`config.mk`:
```
export PLATFORM = sky130hd
export DESIGN_NAME = mask_lshift_unit
export DESIGN_NICKNAME = d
export VERILOG_FILES = /design/src/rtl/mskshl_pkg.sv /design/src/rtl/mskshl_ctrl.sv /design/src/rtl/mskshl_dpath.sv /design/src/rtl/mask_lshift_unit.sv
export SDC_FILE = /design/constraint.sdc
export NUM_CORES = 1
export LEC_CHECK = 0
export ABC_CLOCK_PERIOD_IN_PS = 3450
export CORE_MARGIN = 2
export CORE_UTILIZATION = 48
export DETAILED_ROUTE_END_ITERATION = 10
export GPL_TIMING_DRIVEN = 0
export PLACE_DENSITY = 0.79
export SYNTH_ARGS = -nofsm -noshare
export SYNTH_HDL_FRONTEND = slang
export SYNTH_HIERARCHICAL = 1
export SYNTH_SLANG_ARGS = --single-unit
```
`constraint.sdc`:
```
create_clock -name clk -period 3.45 [get_ports clk]
set_input_delay 1.035 -clock clk [delete_from_list [all_inputs] [get_ports clk]]
set_output_delay 1.035 -clock clk [all_outputs]
set_load 0.01 [all_outputs]
```
`src/rtl/mskshl_pkg.sv`:
```
package mskshl_pkg;
  localparam int DATA_W  = 64;
  localparam int CNT_W   = 8;
  localparam int MIN_W   = 8;
  localparam int NUM_WID = 4;
  localparam int SHAMT_W = $clog2(DATA_W);

  localparam logic [7:0] OP_NARROW = 8'h32;
  localparam logic [7:0] OP_WIDE   = 8'h33;

  typedef enum logic [1:0] {
    WID_8  = 2'd0,
    WID_16 = 2'd1,
    WID_32 = 2'd2,
    WID_64 = 2'd3
  } widthT;

  typedef struct packed {
    logic  load;
    logic  illegal;
    widthT width;
  } strobeT;

  function automatic logic [CNT_W:0] widthBits(input widthT w);
    return (CNT_W+1)'(MIN_W) << w;
  endfunction
endpackage

```
`src/rtl/mskshl_ctrl.sv`:
```
module mskshl_ctrl
  import mskshl_pkg::*;
(
  input  logic       clk,
  input  logic       rst,
  input  logic       validIn,
  input  logic [7:0] opByte,
  input  logic       wBit,
  input  logic [7:0] modrmByte,
  output strobeT     strb,
  output logic       validOut
);
  logic  opKnown;
  logic  regForm;
  widthT widthSel;
  logic  unusedModrm;

  assign unusedModrm = ^modrmByte[5:0];
  assign regForm     = (modrmByte[7:6] == 2'b11);

  always_comb begin
    opKnown  = 1'b1;
    widthSel = WID_8;
    unique case (opByte)
      OP_NARROW: widthSel = wBit ? WID_16 : WID_8;
      OP_WIDE:   widthSel = wBit ? WID_64 : WID_32;
      default:   opKnown  = 1'b0;
    endcase
  end

  always_comb begin
    strb.load    = validIn;
    strb.illegal = !(opKnown && regForm);
    strb.width   = widthSel;
  end

  always_ff @(posedge clk) begin
    if (rst) validOut <= 1'b0;
    else     validOut <= validIn;
  end

  // valid output follows the strobe by exactly one clock
  p_valid_follow_r8: assert property (@(posedge clk) disable iff (rst)
    validIn |=> validOut);
  p_valid_idle_r8: assert property (@(posedge clk) disable iff (rst)
    !validIn |=> !validOut);
endmodule

```
`src/rtl/mskshl_dpath.sv`:
```
module mskshl_dpath
  import mskshl_pkg::*;
(
  input  logic              clk,
  input  logic              rst,
  input  strobeT            strb,
  input  logic [DATA_W-1:0] srcMask,
  input  logic [CNT_W-1:0]  immCount,
  output logic [DATA_W-1:0] dstMask,
  output logic              illegalOut
);
  logic [DATA_W-1:0] stage [SHAMT_W+1];
  logic [DATA_W-1:0] maskTab [NUM_WID];
  logic [DATA_W-1:0] shiftRes;
  logic              overRange;

  assign stage[0] = srcMask;

  genvar gi;
  generate
    for (gi = 0; gi < SHAMT_W; gi++) begin : g_stage
      assign stage[gi+1] = immCount[gi] ? (stage[gi] << (1 << gi)) : stage[gi];
    end
    for (gi = 0; gi < NUM_WID; gi++) begin : g_mask
      localparam int BITS = MIN_W << gi;
      assign maskTab[gi] = {DATA_W{1'b1}} >> (DATA_W - BITS);
    end
  endgenerate

  assign overRange = {1'b0, immCount} >= widthBits(strb.width);
  assign shiftRes  = (overRange || strb.illegal) ? '0
                   : (stage[SHAMT_W] & maskTab[strb.width]);

  always_ff @(posedge clk) begin
    if (rst) begin
      dstMask    <= '0;
      illegalOut <= 1'b0;
    end else if (strb.load) begin
      dstMask    <= shiftRes;
      illegalOut <= strb.illegal;
    end
  end

  // an out-of-range count leaves an all-zero result
  p_no_overflow_r4: assert property (@(posedge clk) disable iff (rst)
    (strb.load && ({1'b0, immCount} >= widthBits(strb.width))) |=> (dstMask == '0));
  // nothing above the byte width survives
  p_byte_upper_r5: assert property (@(posedge clk) disable iff (rst)
    (strb.load && strb.width == WID_8) |=> (dstMask[DATA_W-1:MIN_W] == '0));
  // an illegal encoding always gives zero
  p_illegal_zero_r6: assert property (@(posedge clk) disable iff (rst)
    illegalOut |-> (dstMask == '0));
  // the result holds between loads
  p_hold_r8: assert property (@(posedge clk) disable iff (rst)
    !strb.load |=> $stable(dstMask));
endmodule

```
`src/rtl/mask_lshift_unit.sv`:
```
module mask_lshift_unit
  import mskshl_pkg::*;
(
  input  logic        clk,
  input  logic        rst,
  input  logic        validIn,
  input  logic [63:0] srcMask,
  input  logic [7:0]  immCount,
  input  logic [7:0]  opByte,
  input  logic        wBit,
  input  logic [7:0]  modrmByte,
  output logic        validOut,
  output logic [63:0] dstMask,
  output logic        illegalOut
);
  strobeT strb;

  mskshl_ctrl u_ctrl (
    .clk(clk), .rst(rst), .validIn(validIn), .opByte(opByte), .wBit(wBit),
    .modrmByte(modrmByte), .strb(strb), .validOut(validOut)
  );

  mskshl_dpath u_dpath (
    .clk(clk), .rst(rst), .strb(strb), .srcMask(srcMask), .immCount(immCount),
    .dstMask(dstMask), .illegalOut(illegalOut)
  );
endmodule

```
==> metrics.txt <==
area fraction of the dominant cell type after synthesis=0.1980; TritonCTS clock tree=built; Slew @ Worst Pin=~0.93 ns; crit path max fanout=10; die outline width=roughly 130 um; Clock Path Buffers=2; Max rail drop VDD=~220 uV; standard-cell row count=45; Leakage=approximately 3.6 nW; async set or reset register ratio after synthesis=0; total non-filler cell area in the finished layout=0.009797 mm2; Critical Path AT=approximately 3.7 ns; number of sinks on the clock net=66; final-report max-slew violation count=0; Post-Synthesis Cell Area=about 0.0073 mm2; top area cells in the synthesized netlist=sky130_fd_sc_hd__mux4_2 (20%), sky130_fd_sc_hd__dfxtp_1 (18%), sky130_fd_sc_hd__mux2i_1 (7.1%), sky130_fd_sc_hd__mux2_2 (6.7%), sky130_fd_sc_hd__nand2_1 (5.8%); initial core utilization=0.4843; post-synth top area cell=sky130_fd_sc_hd__mux4_2; iteration count of the initial detailed-routing pass=6; share of the clock period used by the worst path=1.013; worst min-delay path class=flip-flop to flip-flop; Final Hold Violating Endpoints=0; estimated wirelength of the detail-placed design=~28000 um; GR Overflow Total=0; kind of cell with the highest combined delay on the critical path=compound AO/OA/AOI/OAI gates; type of the setup path with the least slack=primary input to flip-flop; maximum clock rate=between 200 and 300 MHz; buffer cell driving the clock tree root=sky130_fd_sc_hd__clkbuf_16; I/O pin cnt=around 160; CTS buffer count=9; antenna-violating nets left=0; unrepaired setup endpoints after global routing=yes; vias per cell=about 7; antenna cell count=0; total routing resource utilization after global routing=0.4282; height of the die=between 100 and 150 um; result of the run=complete, but fails checks; initial antenna violation count=0; IO Port Bufs=between 100 and 150; sequential share of the synthesized area=0.1815; number of vias after detailed routing=8495; data required time of the worst path=around 3.7 ns; number of instances in the synthesized netlist=831; combined area of the multi-input logic cells=0.005758 mm2; clock transition time at the flip-flop clock pins of the worst setup and hold paths=~0.06 ns; Filler Cells Inserted=approximately 1300; number of flip-flops and latches in the synthesized netlist=66; cell-by-cell listing of the critical path=clkdlybuf4s50_1 -> buf_6 -> buf_6 -> mux2_1 -> mux2i_2 -> mux2i_1 -> o21ai_0 -> a22oi_1 -> a32o_1; final worst slack=-0.04411 ns; number of setup violations in the final report=2; pin count of the biggest net entering global routing=14; longest individual stage delay on the worst path=0.55 ns; Layout Area Growth over Synthesis=34.56%; final weighted congestion in routability-driven placement=1.062; number of H-tree levels=3; count of nets after finishing=about 1100; cell seen most often among critical-path stages=sky130_fd_sc_hd__buf_6; Synthesized Nets=~930; Power Density=slightly above 300 mW/mm2; most numerous cell in the Yosys netlist=sky130_fd_sc_hd__nand2_1; warnings from Yosys=6; drc violations=0; critical path buffer and inverter count=3; number of distinct library cells after synthesis=73; total wire length=between 30000 and 40000 um; average wire per standard cell=slightly below 30 um; type of destination of the critical path=flip-flop; Cell Area, Placed=0.009025 mm2; area of the die=roughly 0.016 mm2; number of flops mapped to enable cells by yosys=0; post-route clock skew=0 ns; vias in the first global route=just under 8000; combined flip-flop and latch cell area=0.001321 mm2; most used flip-flop cell after synthesis=sky130_fd_sc_hd__dfxtp_1; violations in the final reports=setup timing; starting DRC count in detailed routing=~1200; clock latency on the worst-skew pair=0.34 ns; standard cell with the maximum stage delay on the critical path=sky130_fd_sc_hd__clkdlybuf4s50_1; core area=about 0.015 mm2; post-layout minimum cycle time=about 3.5 ns; Layout Utilization=0.6517; Avg Synthesized Cell Area=approximately 8.8 um2; share of layout cells above drive strength 1=0.2433; first-pass GRT wire length=between 50000 and 60000 um; leading cell types by count after synthesis=sky130_fd_sc_hd__nand2_1 (113), sky130_fd_sc_hd__nor2_1 (85), sky130_fd_sc_hd__dfxtp_1 (66); max_cap viols=0; headroom to the max-slew limit=0.3774; crit path launch type=primary input
## layout make-up
class,count,share of cell area
clock inverters,7,0.01022
flip-flops and latches,66,0.1349
plain buffers,78,0.05198
clock buffers,9,0.02299
multi-input cells,675,0.5877
repair buffers,164,0.1636
well taps,188,0.02401
inverters,12,0.004598
## cells in the final DEF (no fill, tap or decap), types with 21 or more instances in the layout
master / instances
sky130_fd_sc_hd__nor2_1: 83
sky130_fd_sc_hd__mux2i_1: 46
sky130_fd_sc_hd__nand3_1: 21
sky130_fd_sc_hd__a21oi_1: 38
sky130_fd_sc_hd__nand2_1: 110
sky130_fd_sc_hd__o21ai_0: 28
sky130_fd_sc_hd__clkdlybuf4s50_1: 144
sky130_fd_sc_hd__mux2_2: 43
sky130_fd_sc_hd__dfxtp_1: 66
sky130_fd_sc_hd__clkbuf_1: 27
sky130_fd_sc_hd__buf_4: 24
sky130_fd_sc_hd__mux4_2: 64
sky130_fd_sc_hd__a22oi_1: 34
## path summary, 6_finish.rpt
check                        end                 from  slack (ns)  cells past startpoint
max          u_dpath/dstMask[52]          immCount[3]       -0.04                      9
min           u_dpath/dstMask[9]   u_dpath/dstMask[9]        0.46                      2
max reg2reg  u_dpath/dstMask[63]  u_dpath/dstMask[63]        2.03                      4
min reg2reg   u_dpath/dstMask[9]   u_dpath/dstMask[9]        0.46                      2
## power by group
part	switching (mW)	leakage [nW]	internal [mW]
registers	0.000532	0.532	0.764
logic	0.725	2.91	0.474
clock network	0.375	0.161	0.640
## tightest hold or removal path, stage by stage, from the launching register on
cell	delay [ns]
sky130_fd_sc_hd__dfxtp_1	0.31
sky130_fd_sc_hd__nand2_1	0.06
sky130_fd_sc_hd__a21oi_1	0.05
## routing by layer
layer,global-route usage,up-vias,share of wire
met5,0,-,0
met4,0.1674,0,0.054
met3,0.08961,133,0.12
met2,0.6730,718,0.44
met1,0.5816,4080,0.39
li1,-,3564,-
## through the flow
stage | cells | total power [mW] | TNS (ns) | hold slack [ns] | worst slack (ns)
detailed placement | 1167 | 1.871 | -46.56 | 0.4457 | -1.117
finish | 1199 | 2.978 | -0.05789 | 0.4613 | -0.04411
global route | 1199 | 3.030 | -0.04038 | 0.4793 | -0.01851
CTS | 1196 | 2.892 | 0 | 0.4621 | 0.0005904
floorplan | 831 | 1.429 | -0.02073 | 0.4758 | -0.02073
global placement | 1167 | 1.875 | -44.80 | 0.4345 | -1.041
## sequential cells by signal, indices dropped and copies added (netlist names)
name and count:
u_dpath/dstMask 64, u_ctrl/validOut 1, u_dpath/illegalOut 1
## cells by family after synthesis
| logic type | after synthesis | share of synthesized area |
|---|---|---|
| simple gates | 274 | 0.1657 |
| mux | 170 | 0.3592 |
| buf+inv | 90 | 0.06685 |
| flops | 66 | 0.1815 |
| fa+ha+maj | 4 | 0.006874 |
| compound gates | 227 | 0.2200 |
## what timing repair did
action | 4_1_cts | 5_1_grt
hold buffers | 0 | 0
pin swaps | 18 | 7
endpoints found under the hold margin | 0 | 0
setup endpoints to repair | 63 | 57
buffers inserted | 13 | 3
gates resized for setup | 55 | 36
gates cloned | 0 | 0
Note: power is estimated with default switching activity, not from simulation.
